<file path="src/rtl/sct_pkg.sv">
package sct_pkg;
  localparam int CNT_W  = 32;
  localparam int HALF_W = CNT_W / 2;
  localparam int N_ST   = 4;
  localparam int ST_W   = $clog2(N_ST);
  localparam int N_OUT  = 4;
  localparam int N_IN   = 2;
  localparam int IN_W   = $clog2(N_IN);
  localparam int N_CAP  = 2;
  localparam int CAP_W  = $clog2(N_CAP);

  typedef enum logic [1:0] {
    TRG_MATCH = 2'd0,
    TRG_RISE  = 2'd1,
    TRG_FALL  = 2'd2,
    TRG_EDGE  = 2'd3
  } trig_e;

  // event control word, LSB first: mask, trigger, input, half, set, clr, load, value, cap, sel, irq
  typedef struct packed {
    logic             irq_en;
    logic [CAP_W-1:0] cap_sel;
    logic             cap_en;
    logic [ST_W-1:0]  st_val;
    logic             st_ld;
    logic [N_OUT-1:0] clr;
    logic [N_OUT-1:0] set;
    logic             half;
    logic [IN_W-1:0]  in_sel;
    trig_e            trig;
    logic [N_ST-1:0]  st_mask;
  } ev_ctrl_t;

  typedef struct packed {
    logic [IN_W-1:0] clk_sel;
    logic            clk_in;
    logic            ud_hi;
    logic            ud_lo;
    logic            unify;
    logic            run;
  } cfg_t;

  localparam int EV_W  = $bits(ev_ctrl_t);
  localparam int CFG_W = $bits(cfg_t);
endpackage

</file>
<file path="src/rtl/sct_step.sv">
module sct_step #(
  parameter int W = 16
) (
  input  logic         en,
  input  logic         updown,
  input  logic [W-1:0] lim,
  input  logic [W-1:0] cur,
  input  logic         dir,
  output logic [W-1:0] nxt,
  output logic         nxt_dir
);
  always_comb begin
    nxt     = cur;
    nxt_dir = dir;
    if (en) begin
      if (!updown) begin
        nxt_dir = 1'b0;
        nxt     = (cur >= lim) ? '0 : cur + W'(1);
      end else if (lim == '0) begin
        nxt     = '0;
        nxt_dir = 1'b0;
      end else if (!dir) begin
        if (cur >= lim) begin
          nxt     = cur - W'(1);
          nxt_dir = 1'b1;
        end else begin
          nxt = cur + W'(1);
        end
      end else begin
        if (cur == '0) begin
          nxt     = W'(1);
          nxt_dir = 1'b0;
        end else begin
          nxt = cur - W'(1);
        end
      end
    end
  end
endmodule

</file>
<file path="src/rtl/sct_insync.sv">
module sct_insync #(
  parameter int N = 2
) (
  input  logic         clk,
  input  logic         rst_n,
  input  logic [N-1:0] din,
  output logic [N-1:0] rise,
  output logic [N-1:0] fall
);
  logic [N-1:0] s1_q, s2_q, s3_q;

  always_ff @(posedge clk or negedge rst_n) begin
    if (!rst_n) begin
      s1_q <= '0;
      s2_q <= '0;
      s3_q <= '0;
    end else begin
      s1_q <= din;
      s2_q <= s1_q;
      s3_q <= s2_q;
    end
  end

  assign rise = s2_q & ~s3_q;
  assign fall = ~s2_q & s3_q;
endmodule

</file>
<file path="src/rtl/sct_event.sv">
module sct_event
  import sct_pkg::*;
(
  input  ev_ctrl_t         ctrl,
  input  logic [CNT_W-1:0] match,
  input  logic [CNT_W-1:0] cnt,
  input  logic             unify,
  input  logic             tick,
  input  logic             run,
  input  logic [ST_W-1:0]  state,
  input  logic [N_IN-1:0]  rise,
  input  logic [N_IN-1:0]  fall,
  output logic             fire
);
  logic hit, r, f, cond;

  always_comb begin
    if (unify)          hit = (cnt == match);
    else if (ctrl.half) hit = (cnt[CNT_W-1:HALF_W] == match[HALF_W-1:0]);
    else                hit = (cnt[HALF_W-1:0] == match[HALF_W-1:0]);
    r = rise[ctrl.in_sel];
    f = fall[ctrl.in_sel];
    unique case (ctrl.trig)
      TRG_MATCH: cond = tick & hit;
      TRG_RISE:  cond = run & r;
      TRG_FALL:  cond = run & f;
      default:   cond = run & (r | f);
    endcase
  end

  assign fire = cond & ctrl.st_mask[state];
endmodule

</file>
<file path="src/rtl/sct_timer.sv">
module sct_timer
  import sct_pkg::*;
#(
  parameter int NUM_EV = 4,
  parameter int ADDR_W = 4
) (
  input  logic                   clk,
  input  logic                   rst_n,
  input  logic                   wr_en,
  input  logic [ADDR_W-1:0]      wr_addr,
  input  logic [31:0]            wr_data,
  input  logic [N_IN-1:0]        ev_in,
  output logic [N_OUT-1:0]       out_o,
  output logic [NUM_EV-1:0]      irq_o,
  output logic [ST_W-1:0]        state_o,
  output logic [CNT_W-1:0]       cnt_o,
  output logic [N_CAP*CNT_W-1:0] cap_o
);
  cfg_t             cfg_q;
  logic [CNT_W-1:0] lim_q;
  ev_ctrl_t         ev_ctrl_q  [NUM_EV];
  logic [CNT_W-1:0] ev_match_q [NUM_EV];

  logic [CNT_W-1:0] cnt_q, cnt_d;
  logic             dir_lo_q, dir_lo_d, dir_hi_q, dir_hi_d;
  logic [ST_W-1:0]  state_q, state_d;
  logic [N_OUT-1:0] out_q, out_d, set_any, clr_any;
  logic [NUM_EV-1:0] irq_q, irq_d, fire;
  logic [CNT_W-1:0] cap_q [N_CAP];
  logic [CNT_W-1:0] cap_d [N_CAP];

  logic [N_IN-1:0]  rise, fall;
  logic             tick;

  // configuration words
  always_ff @(posedge clk or negedge rst_n) begin
    if (!rst_n) begin
      cfg_q <= '0;
      lim_q <= '0;
    end else if (wr_en) begin
      if (wr_addr == ADDR_W'(0)) cfg_q <= cfg_t'(wr_data[CFG_W-1:0]);
      if (wr_addr == ADDR_W'(1)) lim_q <= wr_data;
    end
  end

  sct_insync #(.N(N_IN)) u_sync (
    .clk(clk), .rst_n(rst_n), .din(ev_in), .rise(rise), .fall(fall)
  );

  assign tick = cfg_q.run & (cfg_q.clk_in ? rise[cfg_q.clk_sel] : 1'b1);

  // counter datapath: two halves and a joined variant
  logic [HALF_W-1:0] lo_nxt, hi_nxt;
  logic [CNT_W-1:0]  full_nxt;
  logic              lo_dir, hi_dir, full_dir;

  sct_step #(.W(HALF_W)) u_lo (
    .en(tick), .updown(cfg_q.ud_lo), .lim(lim_q[HALF_W-1:0]),
    .cur(cnt_q[HALF_W-1:0]), .dir(dir_lo_q), .nxt(lo_nxt), .nxt_dir(lo_dir)
  );
  sct_step #(.W(HALF_W)) u_hi (
    .en(tick), .updown(cfg_q.ud_hi), .lim(lim_q[CNT_W-1:HALF_W]),
    .cur(cnt_q[CNT_W-1:HALF_W]), .dir(dir_hi_q), .nxt(hi_nxt), .nxt_dir(hi_dir)
  );
  sct_step #(.W(CNT_W)) u_full (
    .en(tick), .updown(cfg_q.ud_lo), .lim(lim_q),
    .cur(cnt_q), .dir(dir_lo_q), .nxt(full_nxt), .nxt_dir(full_dir)
  );

  always_comb begin
    if (cfg_q.unify) begin
      cnt_d    = full_nxt;
      dir_lo_d = full_dir;
      dir_hi_d = dir_hi_q;
    end else begin
      cnt_d    = {hi_nxt, lo_nxt};
      dir_lo_d = lo_dir;
      dir_hi_d = hi_dir;
    end
  end

  // events
  for (genvar e = 0; e < NUM_EV; e++) begin : g_ev
    always_ff @(posedge clk or negedge rst_n) begin
      if (!rst_n) begin
        ev_ctrl_q[e]  <= '0;
        ev_match_q[e] <= '0;
      end else if (wr_en) begin
        if (wr_addr == ADDR_W'(2 * e + 2)) ev_ctrl_q[e]  <= ev_ctrl_t'(wr_data[EV_W-1:0]);
        if (wr_addr == ADDR_W'(2 * e + 3)) ev_match_q[e] <= wr_data;
      end
    end

    sct_event u_ev (
      .ctrl(ev_ctrl_q[e]), .match(ev_match_q[e]), .cnt(cnt_q),
      .unify(cfg_q.unify), .tick(tick), .run(cfg_q.run), .state(state_q),
      .rise(rise), .fall(fall), .fire(fire[e])
    );
  end

  // merge actions: later events override loads and captures, clear beats set
  always_comb begin
    set_any = '0;
    clr_any = '0;
    state_d = state_q;
    irq_d   = '0;
    cap_d   = cap_q;
    for (int e = 0; e < NUM_EV; e++) begin
      if (fire[e]) begin
        set_any  = set_any | ev_ctrl_q[e].set;
        clr_any  = clr_any | ev_ctrl_q[e].clr;
        irq_d[e] = ev_ctrl_q[e].irq_en;
        if (ev_ctrl_q[e].st_ld)  state_d = ev_ctrl_q[e].st_val;
        if (ev_ctrl_q[e].cap_en) cap_d[ev_ctrl_q[e].cap_sel] = cnt_q;
      end
    end
    out_d = (out_q | set_any) & ~clr_any;
  end

  always_ff @(posedge clk or negedge rst_n) begin
    if (!rst_n) begin
      cnt_q    <= '0;
      dir_lo_q <= 1'b0;
      dir_hi_q <= 1'b0;
      state_q  <= '0;
      out_q    <= '0;
      irq_q    <= '0;
      for (int c = 0; c < N_CAP; c++) cap_q[c] <= '0;
    end else begin
      cnt_q    <= cnt_d;
      dir_lo_q <= dir_lo_d;
      dir_hi_q <= dir_hi_d;
      state_q  <= state_d;
      out_q    <= out_d;
      irq_q    <= irq_d;
      for (int c = 0; c < N_CAP; c++) cap_q[c] <= cap_d[c];
    end
  end

  assign out_o   = out_q;
  assign irq_o   = irq_q;
  assign state_o = state_q;
  assign cnt_o   = cnt_q;
  for (genvar c = 0; c < N_CAP; c++) begin : g_cap
    assign cap_o[c*CNT_W +: CNT_W] = cap_q[c];
  end
endmodule

</file>
<file path="config.mk">
export PLATFORM = sky130hd
export DESIGN_NAME = sct_timer
export DESIGN_NICKNAME = d
export VERILOG_FILES = /design/src/rtl/sct_pkg.sv /design/src/rtl/sct_step.sv /design/src/rtl/sct_insync.sv /design/src/rtl/sct_event.sv /design/src/rtl/sct_timer.sv
export SDC_FILE = /design/constraint.sdc
export NUM_CORES = 1
export LEC_CHECK = 0
export CAP_MARGIN = 10
export CORE_AREA = 3 3 224 226
export DETAILED_ROUTE_END_ITERATION = 12
export DIE_AREA = 0 0 227 229
export PLACE_DENSITY = 0.6
export SYNTH_ARGS = -nofsm -noshare
export SYNTH_HDL_FRONTEND = slang
export SYNTH_SLANG_ARGS = --single-unit
</file>
<file path="constraint.sdc">
create_clock -name clk -period 3.7 [get_ports clk]
set_clock_uncertainty 0.05 [all_clocks]
set_input_delay 0.37 -clock clk [delete_from_list [all_inputs] [get_ports clk]]
set_output_delay 0.37 -clock clk [all_outputs]
set_load 0.01 [all_outputs]
</file>
==> Word level (Yosys, flattened, before mapping) <==
Index checks and enable logic that the tools add are counted.
{ "classes": {"n_addsub": 6, "mul": 0, "div_mod_pow": 0, "order_cmp": 17, "eq_ne": 29, "shifts": 0, "muxes": 119, "bitwise_logic": 43, "n_reduce_logical": 26} }
{ "op_table": {"columns": ["operator", "n"], "rows": [
  ["64-bit two-way mux", 8],
  ["32-bit two-way mux", 12],
  ["64-bit bitwise mux", 4],
  ["16-bit two-way mux", 14],
  ["32-bit demux with 1-bit select", 4],
  ["16-bit == test", 8],
  ["32-bit == test", 4],
  ["16-bit zero test", 4],
  ["32-bit zero test", 2],
  ["1-bit two-way mux", 53],
  ["16-bit by 1-bit adder with 16-bit output (second input constant)", 2],
  ["32-bit by 1-bit adder with 32-bit output (second input constant)", 1],
  ["16-bit >= comparator", 2],
  ["32-bit >= comparator", 1],
  ["4-bit two-way mux", 8],
  ["16-bit by 1-bit subtractor with 16-bit output (second input constant)", 2],
  ["32-bit by 1-bit subtractor with 32-bit output (second input constant)", 1],
  ["4-bit bitwise OR", 7],
  ["2-bit AND reduction", 11],
  ["1-bit AND", 21],
  ["4-bit by 3-bit == test with 1-bit output (second input constant)", 4],
  ["2-bit two-way mux", 8],
  ["1-bit one-hot mux with 3 select lines", 4],
  ["1-bit by 2-bit < comparator with 1-bit output (second input constant)", 5],
  ["other kinds (19)", 50]
]} }
{ "word_totals": {"ff_bits": 368, "latchBits": 0, "ram_bits": 0, "mem_bits_ro": 0, "in_bits": 41, "out_inout_bits": 106, "wordCells": 306, "mem_count": 0} }

==> Longest topological paths before layout <==
{ "depth": {"word_depth": 19, "depth_mapped": 15, "depth_no_buf": 11} }

==> Cells and area by module <==
Synthesis repeated with hierarchy kept, for this count alone.
{ "hier_totals": {"cells_unflattened": 2249, "hier_area_um2": 23805.3} }
{ "by_module_without_submodules": {"columns": ["mod", "instances", "cells_each", "area_per_inst_um2", "seq_area_each_um2"], "rows": [
  ["sct_timer", 1, 834, 13744.4, 9058.7],
  ["sct_event", 4, 99, 848.3, 0.0],
  ["sct_step at u_full", 1, 500, 3180.6, 0.0],
  ["sct_step at u_hi", 1, 255, 1656.6, 0.0],
  ["sct_step at u_lo", 1, 254, 1645.3, 0.0],
  ["sct_insync", 1, 10, 185.2, 150.1]
]} }

==> Worst setup path after synthesis <==
OpenSTA, ideal clock, no wires.
{ "synth_path": {"path_type": "register to register", "start": "register cnt_q[17], in the netlist cnt_o[17]", "end": "register cnt_q[22], in the netlist cnt_o[22]", "setup_time_ps": 126, "t_arrival_ps": 3030, "t_required_ps": 3524, "path_slack_ps": 493, "path_stages_with_launch": 15, "path_buffers": 4, "period_less_slack_ps": 3207, "path_cell_list": "dfrtp_1 -> buf_2 -> buf_2 -> inv_1 -> ha_1 -> nor3b_2 -> nand3_2 -> or4_1 -> buf_2 -> nor2b_4 -> o21a_1 -> buf_6 -> a221o_1 -> a32oi_1 -> o21ai_1"} }
{ "synth_via": {"elab_chain_cells": 7, "word_cells_on_any_way": 23, "classes_between": "add/sub (4); order compare (2); mux (15); reduce/logical (2)"} }
{ "synth_lines": {"columns": ["item", "line_no", "text"], "rows": [
  ["from (decl)", "sct_timer.sv:24", "logic [CNT_W-1:0] cnt_q, cnt_d;"],
  ["from (signal assigned)", "sct_timer.sv:130", "cnt_q <= cnt_d;"],
  ["32-bit by 1-bit adder with 32-bit output (tied with other cells)", "sct_step.sv:18, sct_step.sv:27", null],
  ["32-bit two-way mux (tied with other cells)", "sct_step.sv:23", "if (cur >= lim) begin"],
  ["32-bit two-way mux / 16-bit two-way mux (equally long branches)", "sct_step.sv:22", "end else if (!dir) begin"],
  ["32-bit two-way mux / 16-bit two-way mux (equally long branches)", "sct_step.sv:19", "end else if (lim == '0) begin"],
  ["32-bit two-way mux / 16-bit two-way mux (equally long branches)", "sct_step.sv:16", "if (!updown) begin"],
  ["32-bit two-way mux / 16-bit two-way mux (equally long branches)", "sct_step.sv:15", "if (en) begin"],
  ["32-bit two-way mux *", "sct_timer.sv:71", "if (cfg_q.unify) begin"]
]} }
Every way passes the cells marked *; elsewhere a longest branch is shown, timed or not. The select of a mux whose other input is x is not followed.
A chain may end at the register's enable or synchronous reset.

==> Final worst setup path <==
{ "layout_path": {"start": "register cnt_q[11], in the netlist cnt_o[11]", "end": "register cnt_q[18], in the netlist cnt_o[18]"} }
{ "layout_via": {"elab_chain_cells": 7, "word_cells_on_any_way": 12, "classes_between": "add/sub (2); order compare (1); mux (8); reduce/logical (1)"} }
{ "layout_lines": {"columns": ["item", "line_no"], "rows": [
  ["32-bit by 1-bit adder with 32-bit output (tied with other cells)", "sct_step.sv:18, sct_step.sv:27"],
  ["32-bit two-way mux (on tied branches)", "sct_step.sv:23, sct_step.sv:30"],
  ["32-bit two-way mux", "sct_step.sv:22"],
  ["32-bit two-way mux", "sct_step.sv:19"],
  ["32-bit two-way mux *", "sct_step.sv:16"],
  ["32-bit two-way mux *", "sct_step.sv:15"],
  ["32-bit two-way mux *", "sct_timer.sv:71"]
]} }
Marks and branches as above.

==> results.cfg <==
[floorplanning]
die-area_sq_um = 52000
initial_core_util = 0.439
die_width_um = 227
core_area_sq_um = 48500
fp-row-count = 81
top_level_ports = 147
die_h_um = 229

[cts]
clkSinkCount = 368
clk_pin_slew_ns = 0.07
numCtsBuffers = 42
clockBufferDepth = 3
clock_latency_ns = 0.58
postCtsSetupRepairBufs = 0
htreeDepth = 2
cts_tree = done
cts_root_buf = clkbuf_16

[power_and_ir_drop]
powerDensity_nw_per_um2 = 756
p_leak_uw = 0.0109
vdd_drop_max_v = 0.000377

[drt]
route.met2.wl_mm = 31.9
wl_met3_mm = 4.78
routedWlPerCell_um = 25.4
top_layer_used = met4
initialDrtViolationCount = 1500
route.detailed.drc = 0
postRouteWirelength_mm = 70.5
final_antenna_net_count = 0
vias = 16577
drt-met1-wl_mm = 31.8
viasPerCell = 5.98
firstDrtPassIters = 6

[final_layout]
nets = 2209
drive_gt1_frac = 0.231
area_delta_synth_final_pct = 19.7
utilization = 0.525

[synthesis]
synth_ff_type = dfrtp_1
synth_warnings = 0
synth_edf_count = 0
synth_area_per_cell_sq_um = 10.9
synth_seq_cells = 368
ys_seq_area_frac = 0.432
postSynthCellCount = 1947
async_flop_share = 1.00
yosysUniqueCellTypes = 84
synth_nets = 2038
syn_area_sq_um = 21300

[sta]
rsz0062_at_grt = no
timing.final.max_slew_violations = 0
tightest_slew_ns = 0.861
setup_viol_count_final = 0
fin_crit_sh = 0.935
hold_viol = 0
setup_tns_ns = 0
maxSlewHeadroom = 0.411
fmax_mhz = 289
period_needed_ns = 3.46

[setup_path]
critPathLaunchType = flip-flop
worstPathMaxFanout = 10
cp.required_ns = 4.10
cp.arrival_ns = 3.86
end_kind = flip-flop
crit_type = flip-flop to flip-flop

[placed_design]
place_hpwl_mm = 49.9
port_buffers = 146
gp_congestion = 0.932

[global_routing]
grt_use_total = 0.272
grt_overflow = 0
grt_start_max_net_pins = 80
grt_pass1_vias = 16872
grt_pass1_wl_mm = 107
antenna_found_initial = 2

[outcome]
outcome = complete, no violations

[worst_hold_path]
hp-class = input pin to flip-flop

[run]
maxCapViolCount = 0
## flip-flops by register name, indices dropped and copies added (netlist names)
| signal | cells |
|---|---|
| out_o | 4 |
| irq_o | 4 |
| u_sync.s1_q | 2 |
| cap_o | 64 |
| state_o | 2 |
| cnt_o | 32 |
| dir_lo_q | 1 |
| dir_hi_q | 1 |
| ev_match_q | 128 |
| lim_q | 32 |
| u_sync.s3_q | 2 |
| cfg_q | 6 |
| ev_ctrl_q | 88 |
| u_sync.s2_q | 2 |
## metal layers
layer | track usage | vias up
met2 | 0.422 | 591
met3 | 0.0472 | 129
met5 | 0 | -
met1 | 0.393 | 8473
li1 | - | 7384
met4 | 0.0747 | 0
## what timing repair did
item | CTS | global route
hold endpoints to repair | 74 | 0
endpoints found under the setup margin | 0 | 64
hold buffers | 1 | 0
gates resized for setup | 0 | 3
## worst paths after layout
kind / from / endpoint / slack (ns) / cells after the start
max in group asynchronous: rst_n / ev_ctrl_q[0]$_DFFE_PN0P_ / 2.30 / 3
hold reg to reg: u_sync.s1_q[1]$_DFF_PN0_ / u_sync.s2_q[1]$_DFF_PN0_ / 0.29 / 0
hold / removal: ev_in[0] / u_sync.s1_q[0]$_DFF_PN0_ / 0.18 / 1
setup / recovery: cnt_o[11]$_DFFE_PN0N_ / cnt_o[18]$_DFFE_PN0N_ / 0.24 / 12
setup reg to reg: cnt_o[11]$_DFFE_PN0N_ / cnt_o[18]$_DFFE_PN0N_ / 0.24 / 12
min in group asynchronous: rst_n / cap_o[28]$_DFF_PN0_ / 0.35 / 2
## critical path, cell delays in order, from the launching register on
cell	delay, ns
dfrtp_1	0.44
ha_1	0.35
nand4_1	0.10
a2111oi_0	0.78
a211oi_1	0.17
buf_4	0.19
o21ai_1	0.12
buf_4	0.18
o21ai_1	0.11
buf_4	0.21
o22ai_1	0.19
mux2i_1	0.10
o21ai_0	0.32
## cell families after synthesis
kind of cell,share of synthesized area
compound gates,0.101
xor+xnor,0.103
fa+ha+maj,0.0294
buf+inv,0.0425
flops,0.432
mux,0.188
simple gates,0.104
## cell usage after synthesis (all sizes together), types with 11 or more instances
| cell type | instances | share of area |
|---|---|---|
| mux2i | 36 | 0.017 |
| nor2 | 62 | 0.011 |
| and2 | 12 | 0.0036 |
| a221oi | 14 | 0.0058 |
| dfrtp | 368 | 0.43 |
| o22ai | 16 | 0.0047 |
| a21oi | 57 | 0.013 |
| nor3 | 30 | 0.0071 |
| nor4 | 47 | 0.015 |
| nand2 | 94 | 0.017 |
| o211ai | 15 | 0.0053 |
| and3 | 16 | 0.0047 |
| xor2 | 77 | 0.032 |
| buf | 78 | 0.020 |
| inv | 61 | 0.011 |
| ha | 50 | 0.029 |
| xnor2 | 173 | 0.071 |
| clkbuf | 66 | 0.012 |
| o21ai | 73 | 0.017 |
| nand4 | 43 | 0.013 |
| or3 | 11 | 0.0039 |
| mux2 | 317 | 0.17 |
| nand3 | 40 | 0.0099 |
| a31oi | 17 | 0.0050 |
## stage by stage
stage,setup slack [ns],area (sq um),total power (uW),hold slack [ns],instances
6_report,0.240,25500,19300,0.184,2774
5_1_grt,0.0543,25500,20300,0.170,2773
4_1_cts,0.0676,25500,19300,0.162,2773
3_5_place_dp,0.104,23900,14600,0.287,2695
3_3_place_gp,0.0787,23900,14500,0.290,2695
2_1_floorplan,0.493,21300,11100,0.0244,1947
## area by class of cell
class | count | area [sq um]
Antenna cell | 1 | 2.50
Clock buffer | 61 | 1260
Clock inverter | 16 | 264
Fill cell | 4313 | 23100
Inverter | 63 | 236
Multi-Input combinational cell | 1372 | 11200
Sequential cell | 368 | 9210
Tap cell | 622 | 778
Timing Repair Buffer | 271 | 2490
## report_power, final
| part | switching, uW | internal [uW] | total, uW | leakage (uW) |
|---|---|---|---|---|
| sequential | 1060 | 5040 | 6100 | 0.00462 |
| combinational | 4730 | 3850 | 8580 | 0.00549 |
| clock | 1790 | 2800 | 4590 | 0.000757 |
| total | 7580 | 11700 | 19300 | 0.0109 |
## cell usage in the layout, fill, tap and decap left out, types with 16 or more instances in the layout
cell type	netlist	routed
o21ai_0	66	66
nand4_1	43	43
nand3_1	38	38
a31oi_1	17	17
clkbuf_16	0	42
mux2i_1	36	36
nor3_1	30	30
mux2_1	60	60
clkdlybuf4s50_1	0	145
nor4_1	44	43
xor2_1	77	77
xnor2_1	173	173
nor2_1	61	58
ha_1	50	50
o22ai_1	16	16
dfrtp_1	368	367
inv_1	61	61
nand2_1	92	91
mux2_2	257	257
and3_1	16	16
a21oi_1	57	57
buf_4	1	117
Power figures use the tool's default switching activity.
